==> config.mk <==
export PLATFORM = sky130hd
export DESIGN_NAME = uart_irq_ident
export DESIGN_NICKNAME = d
export VERILOG_FILES = /design/src/rtl/uart_irq_pkg.sv /design/src/rtl/irq_sticky.sv /design/src/rtl/irq_tx_empty.sv /design/src/rtl/irq_prio_resolve.sv /design/src/rtl/uart_irq_ident.sv
export SDC_FILE = /design/constraint.sdc
export NUM_CORES = 1
export LEC_CHECK = 0
export ABC_AREA = 1
export BUFFER_PORTS_ARGS = -buffer_cell sky130_fd_sc_hd__buf_2
export CAP_MARGIN = 20
export CORE_MARGIN = 2
export CORE_UTILIZATION = 30
export CTS_CLUSTER_DIAMETER = 30
export DETAILED_ROUTE_END_ITERATION = 8
export GPL_TIMING_DRIVEN = 0
export PLACE_DENSITY = 0.57
export SETUP_SLACK_MARGIN = 0.02
export SLEW_MARGIN = 10
export SYNTH_ARGS = -nofsm -noshare
export SYNTH_HDL_FRONTEND = slang
export SYNTH_SLANG_ARGS = --single-unit
==> constraint.sdc <==
create_clock -name clk -period 1.55 [get_ports clk]
set_clock_uncertainty 0.15 [all_clocks]
set_input_delay 0.155 -clock clk [delete_from_list [all_inputs] [get_ports clk]]
set_output_delay 0.155 -clock clk [all_outputs]
set_load 0.02 [all_outputs]
==> src/rtl/uart_irq_pkg.sv <==
// Package: shared identity codes and source indices for the interrupt unit.
// Assumes: index 0 is the highest priority; larger indices are lower.
package uart_irq_pkg;

    typedef enum logic [5:0] {
        ID_NONE    = 6'b000001,
        ID_RX_STAT = 6'b000110,
        ID_RX_DATA = 6'b000100,
        ID_RX_TMO  = 6'b001100,
        ID_TX_EMPT = 6'b000010,
        ID_MODEM   = 6'b000000,
        ID_SPECIAL = 6'b010000,
        ID_PINS    = 6'b100000
    } irq_id_e;

    localparam int N_SRC     = 7;
    localparam int S_RX_STAT = 0;
    localparam int S_RX_DATA = 1;
    localparam int S_RX_TMO  = 2;
    localparam int S_TX_EMPT = 3;
    localparam int S_MODEM   = 4;
    localparam int S_SPECIAL = 5;
    localparam int S_PINS    = 6;
    localparam int N_ENH     = 2;   // lowest N_ENH levels need enhanced mode

    // Map a source index to its identity code.
    function automatic irq_id_e id_of(input int idx);
        case (idx)
            S_RX_STAT: id_of = ID_RX_STAT;
            S_RX_DATA: id_of = ID_RX_DATA;
            S_RX_TMO:  id_of = ID_RX_TMO;
            S_TX_EMPT: id_of = ID_TX_EMPT;
            S_MODEM:   id_of = ID_MODEM;
            S_SPECIAL: id_of = ID_SPECIAL;
            default:   id_of = ID_PINS;
        endcase
    endfunction

endpackage

==> src/rtl/irq_sticky.sv <==
// Module: a vector of sticky flags, each set by its own pulse, all cleared
// by one shared strobe. A set and a clear in the same cycle leave the flag set.
// Assumes: set pulses are one cycle wide and synchronous to clk.
module irq_sticky #(
    parameter int W = 4
) (
    input  logic         clk,
    input  logic         rst_n,
    input  logic [W-1:0] set,
    input  logic         clr,
    output logic [W-1:0] q
);

    genvar gi;
    generate
        for (gi = 0; gi < W; gi++) begin : g_bit
            // Hold, clear or set one flag.
            always_ff @(posedge clk) begin
                if (!rst_n)       q[gi] <= 1'b0;
                else if (set[gi]) q[gi] <= 1'b1;
                else if (clr)     q[gi] <= 1'b0;
            end
        end
    endgenerate

    // a clear with no set leaves every flag low.
    p_clear_empties_r4: assert property (@(posedge clk) disable iff (!rst_n)
        (clr && set == '0) |=> (q == '0));

    // a set pulse is always visible on the next cycle.
    p_set_visible_r9: assert property (@(posedge clk) disable iff (!rst_n)
        (set != '0) |=> ((q & $past(set)) == $past(set)));

endmodule

==> src/rtl/irq_tx_empty.sv <==
// Module: transmit-empty detector. It latches on the rising edge of the
// empty condition and clears on a matching status read or on a write that
// leaves the FIFO at or above its trigger.
// Assumes: tx_level already reflects any write of the same cycle.
module irq_tx_empty #(
    parameter int LW = 5
) (
    input  logic          clk,
    input  logic          rst_n,
    input  logic [LW-1:0] tx_level,
    input  logic [LW-1:0] tx_trig,
    input  logic          enh_trig_en,
    input  logic          tx_shift_empty,
    input  logic          txd_idle,
    input  logic          thr_wr,
    input  logic          rd_hit,
    output logic          pend
);

    logic strict;
    logic cond;
    logic cond_q;
    logic set_p;
    logic clr_p;

    // Choose the empty condition: the strict zero-trigger rule or the level compare.
    always_comb begin
        strict = enh_trig_en && (tx_trig == '0);
        if (strict) cond = (tx_level == '0) && tx_shift_empty && txd_idle;
        else        cond = (tx_level < tx_trig);
        set_p  = cond && !cond_q;
        clr_p  = rd_hit || (thr_wr && (tx_level >= tx_trig));
    end

    // Remember the previous condition for edge detection.
    always_ff @(posedge clk) begin
        if (!rst_n) cond_q <= 1'b0;
        else        cond_q <= cond;
    end

    // Pending latch: a set wins over a clear.
    always_ff @(posedge clk) begin
        if (!rst_n)     pend <= 1'b0;
        else if (set_p) pend <= 1'b1;
        else if (clr_p) pend <= 1'b0;
    end

    // in strict mode the latch only rises with a fully idle transmitter.
    p_strict_idle_r8: assert property (@(posedge clk) disable iff (!rst_n)
        (!pend && strict && tx_trig == $past(tx_trig)) ##1 pend |->
        ($past(tx_level) == '0 && $past(tx_shift_empty) && $past(txd_idle)));

    // a clear with no new edge drops the latch.
    p_clear_drops_r7: assert property (@(posedge clk) disable iff (!rst_n)
        (clr_p && !set_p) |=> !pend);

endmodule

==> src/rtl/irq_prio_resolve.sv <==
// Module: resolves the masked source vector into one identity code. The
// lowest N_ENH levels are suppressed unless enhanced mode is on.
// Assumes: src bits are already gated by their individual enables.
module irq_prio_resolve
    import uart_irq_pkg::*;
(
    input  logic [N_SRC-1:0] src,
    input  logic             enhanced,
    output irq_id_e          id
);

    logic [N_SRC-1:0] eff;

    genvar gi;
    generate
        for (gi = 0; gi < N_SRC; gi++) begin : g_gate
            if (gi >= N_SRC - N_ENH) begin : g_enh
                assign eff[gi] = src[gi] && enhanced;
            end else begin : g_std
                assign eff[gi] = src[gi];
            end
        end
    endgenerate

    // Scan from lowest to highest priority so the highest one wins.
    always_comb begin
        id = ID_NONE;
        for (int i = N_SRC - 1; i >= 0; i--) begin
            if (eff[i]) id = id_of(i);
        end
    end

    // the top-priority source always takes the code.
    always_comb begin
        a_top_wins_r3: assert (!src[S_RX_STAT] || id == ID_RX_STAT);
        // enhanced-only codes never leave while enhanced mode is off.
        a_enh_gate_r10: assert (enhanced || (id != ID_SPECIAL && id != ID_PINS));
    end

endmodule

==> src/rtl/uart_irq_ident.sv <==
// Module: top of the interrupt identification unit. It holds the pending
// state of each source, masks it, resolves priority and presents a code
// register that is frozen during a status read.
// Assumes: all strobes are synchronous single-cycle or level signals on clk.
module uart_irq_ident
    import uart_irq_pkg::*;
#(
    parameter int DEPTH = 16,
    parameter int N_LSR = 4,
    parameter int N_MSR = 4,
    localparam int LW   = $clog2(DEPTH + 1)
) (
    input  logic          clk,
    input  logic          rst_n,
    input  logic          en_rx_status,
    input  logic          en_rx_data,
    input  logic          en_tx_empty,
    input  logic          en_modem,
    input  logic          en_special,
    input  logic          en_pins,
    input  logic          enhanced,
    input  logic          enh_trig_en,
    input  logic [N_LSR-1:0] lsr_err_set,
    input  logic          lsr_rd,
    input  logic [LW-1:0] rx_level,
    input  logic [LW-1:0] rx_trig,
    input  logic          rx_timeout,
    input  logic          rhr_rd,
    input  logic [LW-1:0] tx_level,
    input  logic [LW-1:0] tx_trig,
    input  logic          tx_shift_empty,
    input  logic          txd_idle,
    input  logic          thr_wr,
    input  logic [N_MSR-1:0] msr_delta_set,
    input  logic          msr_rd,
    input  logic          special_evt,
    input  logic          pin_chg_evt,
    input  logic          isr_rd,
    output logic [5:0]    isr_code,
    output logic          irq
);

    irq_id_e          code_q;
    irq_id_e          code_d;
    logic [N_LSR-1:0] lsr_q;
    logic [N_MSR-1:0] msr_q;
    logic             tmo_q;
    logic             spc_q;
    logic             pin_q;
    logic             tx_q;
    logic             hit_tx;
    logic             hit_spc;
    logic             hit_pin;
    logic [N_SRC-1:0] src;

    // Read hits use the frozen code, so only the returned level clears.
    always_comb begin
        hit_tx  = isr_rd && (code_q == ID_TX_EMPT);
        hit_spc = isr_rd && (code_q == ID_SPECIAL);
        hit_pin = isr_rd && (code_q == ID_PINS);
    end

    irq_sticky #(.W(N_LSR)) u_lsr (
        .clk(clk), .rst_n(rst_n), .set(lsr_err_set), .clr(lsr_rd), .q(lsr_q));

    irq_sticky #(.W(N_MSR)) u_msr (
        .clk(clk), .rst_n(rst_n), .set(msr_delta_set), .clr(msr_rd), .q(msr_q));

    irq_sticky #(.W(1)) u_tmo (
        .clk(clk), .rst_n(rst_n), .set(rx_timeout), .clr(rhr_rd), .q(tmo_q));

    irq_sticky #(.W(1)) u_spc (
        .clk(clk), .rst_n(rst_n), .set(special_evt), .clr(hit_spc), .q(spc_q));

    irq_sticky #(.W(1)) u_pin (
        .clk(clk), .rst_n(rst_n), .set(pin_chg_evt), .clr(hit_pin), .q(pin_q));

    irq_tx_empty #(.LW(LW)) u_tx (
        .clk(clk), .rst_n(rst_n), .tx_level(tx_level), .tx_trig(tx_trig),
        .enh_trig_en(enh_trig_en), .tx_shift_empty(tx_shift_empty),
        .txd_idle(txd_idle), .thr_wr(thr_wr), .rd_hit(hit_tx), .pend(tx_q));

    // Apply the per-source enables to form the request vector.
    always_comb begin
        src            = '0;
        src[S_RX_STAT] = en_rx_status && (|lsr_q);
        src[S_RX_DATA] = en_rx_data && (rx_level > rx_trig);
        src[S_RX_TMO]  = en_rx_data && tmo_q;
        src[S_TX_EMPT] = en_tx_empty && tx_q;
        src[S_MODEM]   = en_modem && (|msr_q);
        src[S_SPECIAL] = en_special && spc_q;
        src[S_PINS]    = en_pins && pin_q;
    end

    irq_prio_resolve u_prio (.src(src), .enhanced(enhanced), .id(code_d));

    // Code register: follows the resolver except while a status read is open.
    always_ff @(posedge clk) begin
        if (!rst_n)       code_q <= ID_NONE;
        else if (!isr_rd) code_q <= code_d;
    end

    assign isr_code = code_q;
    assign irq      = ~code_q[0];

    // bit 0 set means the whole code is the idle code.
    p_bit0_idle_r2: assert property (@(posedge clk) disable iff (!rst_n)
        isr_code[0] |-> (isr_code == 6'b000001));

    // the code cannot move during a multi-cycle read.
    p_read_hold_r11: assert property (@(posedge clk) disable iff (!rst_n)
        (isr_rd && $past(isr_rd) && $past(rst_n)) |-> $stable(isr_code));

    // a read that returned a lower code leaves the special latch alone.
    p_no_side_clear_r11: assert property (@(posedge clk) disable iff (!rst_n)
        (spc_q && isr_rd && code_q != ID_SPECIAL) |=> spc_q);

endmodule

==> out/metrics.cfg <==
[global_route]
grt_first_pass_wirelength_um = 4240
gr-total-overflow = 0
grt_pass1_vias = 1042
grt_start_max_net_pins = 12
antenna_found_initial = 0
grt_usage_pct = 12.5

[clock_network]
cts_hold_buffers = 12
clock_latency_ns = 0.25
cts_num_sinks = 19
cts-root-buf = clkbuf_8
h-tree-depth = 1
tritoncts = yes
clk_pin_slew_worst_paths_ns = 0.07
cts_buffers = 3
post_cts_resized = 0
clk_path_buf_depth = 2
post_cts_buffers = 0

[floorplan]
die_w_um = 65.2
design.core.area_um2 = 3630
die_area_um2 = 4250
io_pins = 55
die_height_um = 65.2
rows = 22
initial_utilization_pct = 30.9

[logic_synthesis]
seq_area_frac_synth_pct = 33.9
synth-compound-area-share_pct = 13.9
synth_xor_area_share_pct = 0
synth_top_family_by_area = simple AND/OR/NAND/NOR gates
syn-mean-instance-area_um2 = 6.81
syn-num-nets = 223
syn_area_um2 = 1120
syn-instance-count = 165
synth_mux_area_share_pct = 0
ys_seq_elements = 19
ys_warn_count = 0
synth_simple_gate_area_share_pct = 28.6
synth-adder-area-share_pct = 11.1
synth.distinct_cells = 24

[timing]
fin_hold_ws_ns = 0.0221
layout_min_cycle_time_ns = 1.35
tightest_slew_ns = 0.251
hold_violations = 0
maxSlewViolCount = 0
max_clock_freq_ghz = 0.743
setup_viol = 0
slew_headroom_pct = 83.2
rsz0062_at_grt = false
finalCritPeriodShare_pct = 86.8
fin_setup_tns_ns = 0

[routing]
drt-pass1-iter-count = 4
num_vias = 1196
wl_per_cell_um = 9.06
first_iter_violations = 40
routed_wl_um = 2560
drcViolationCount = 0
routed_via_density = 4.24
ant_nets = 0

[place]
post_dp_cell_area_um2 = 1450
dp.cells = 266
dpl.hpwl_um = 2080
portBuffers = 53
gp_congestion = 0.729

[worst_setup_path]
cp.arrival_ns = 1.38
setup.worst_path.start_class = primary input
worstPathRequired_ns = 1.58
crit_type = primary input to register
crit_path_max_fanout = 8
cp-end-kind = register

[hold_path]
hp-class = primary input to register

[final_layout]
final_common_cell = buf_2
area_growth_pct = 43.8
instances_no_fill = 282
fin_nets = 293
finish.instance_area_um2 = 1620
drive_gt1_share_pct = 27.4
final_util_pct = 44.5
final_cell_mix = 54 x buf_2, 32 x inv_1, 28 x nor2_1
n_antenna_cell = 0

[pwr]
vdd_drop_max_mv = 0.572
power.leakage_nw = 0.882
pwr_density_cell_nw_per_um2 = 714

[run]
drv_cap = 0

[outcome]
status = completed

cell usage after synthesis (all sizes together):
master  number  share of area [%]
clkinv       1               0.33
inv         32                 11
o21ai        7                3.5
ha          10                 11
nand2       25                8.6
nor2        29                9.9
nand3        8                4.0
nand4        5                2.8
a21oi       18                8.0
nand3b       2                1.3
a21boi       1               0.67
a31oi        2                1.1
or2          1               0.56
buf          2                1.4
and3         1               0.56
o211ai       1               0.67
dfxtp       19                 34
nor3         1               0.89
final timing paths:
| check | start | end | slack (ns) | cells after the start |
|---|---|---|---|---|
| setup / recovery | isr_rd | isr_code[4] | 0.20 | 7 |
| setup reg to reg | isr_code[3] | u_spc.q | 0.27 | 5 |
| hold reg to reg | u_tx.cond_q | u_tx.pend | 0.30 | 3 |
| hold / removal | rst_n | isr_code[1] | 0.02 | 3 |
sequential cells by signal (all words and copies together), names as in the netlist:
register,flops
u_msr.q,4
u_spc.q,1
u_pin.q,1
u_tx.cond_q,1
u_tmo.q,1
isr_code,6
u_tx.pend,1
u_lsr.q,4
critical path, cell delays in order:
cell	delay, ns
dlygate4sd3_1	0.55
buf_6	0.14
nor2_1	0.15
nand2_1	0.07
nor2_1	0.08
nand4_1	0.10
a21oi_1	0.13
metrics by stage:
stage	total power, mW	worst slack (ns)
after floorplan	0.703	0.266
after global placement	0.804	0.0757
after detailed placement	0.806	0.0671
after CTS	1.17	0.204
after global routing	1.24	0.145
final	1.15	0.204
cell type report:
cell class / count / area, um2
multi-input combinational: 111 / 603
clock buffer: 3 / 41.3
buffer: 2 / 16.3
inverter: 33 / 124
timing repair buffer: 65 / 385
fill: 423 / 2020
clock inverter: 1 / 5.00
tap: 48 / 60.1
sequential: 19 / 380
cells by family (layout without fill, tap and decap cells):
family | after synthesis | count (layout)
simple gates | 72 | 72
buf+inv | 35 | 104
flops | 19 | 19
fa+ha+maj | 10 | 10
compound gates | 29 | 29
report_power, final:
group          switching [mW]  total, mW  leakage (nW)  internal (mW)
combinational           0.139      0.273         0.699          0.135
sequential             0.0194      0.541         0.158          0.522
clock                   0.161      0.339        0.0255          0.178
layer usage:
| layer | track usage, % | wire, um | up-vias | share of wire, % |
|---|---|---|---|---|
| met5 | 0 | 0 | - | 0 |
| li1 | - | - | 664 | - |
| met4 | 1.56 | 0 | 0 | 0 |
| met2 | 21.9 | 1260 | 28 | 49 |
| met1 | 15.4 | 1160 | 504 | 46 |
| met3 | 3.77 | 132 | 0 | 5.2 |
Note: power is estimated with default switching activity, not from simulation.
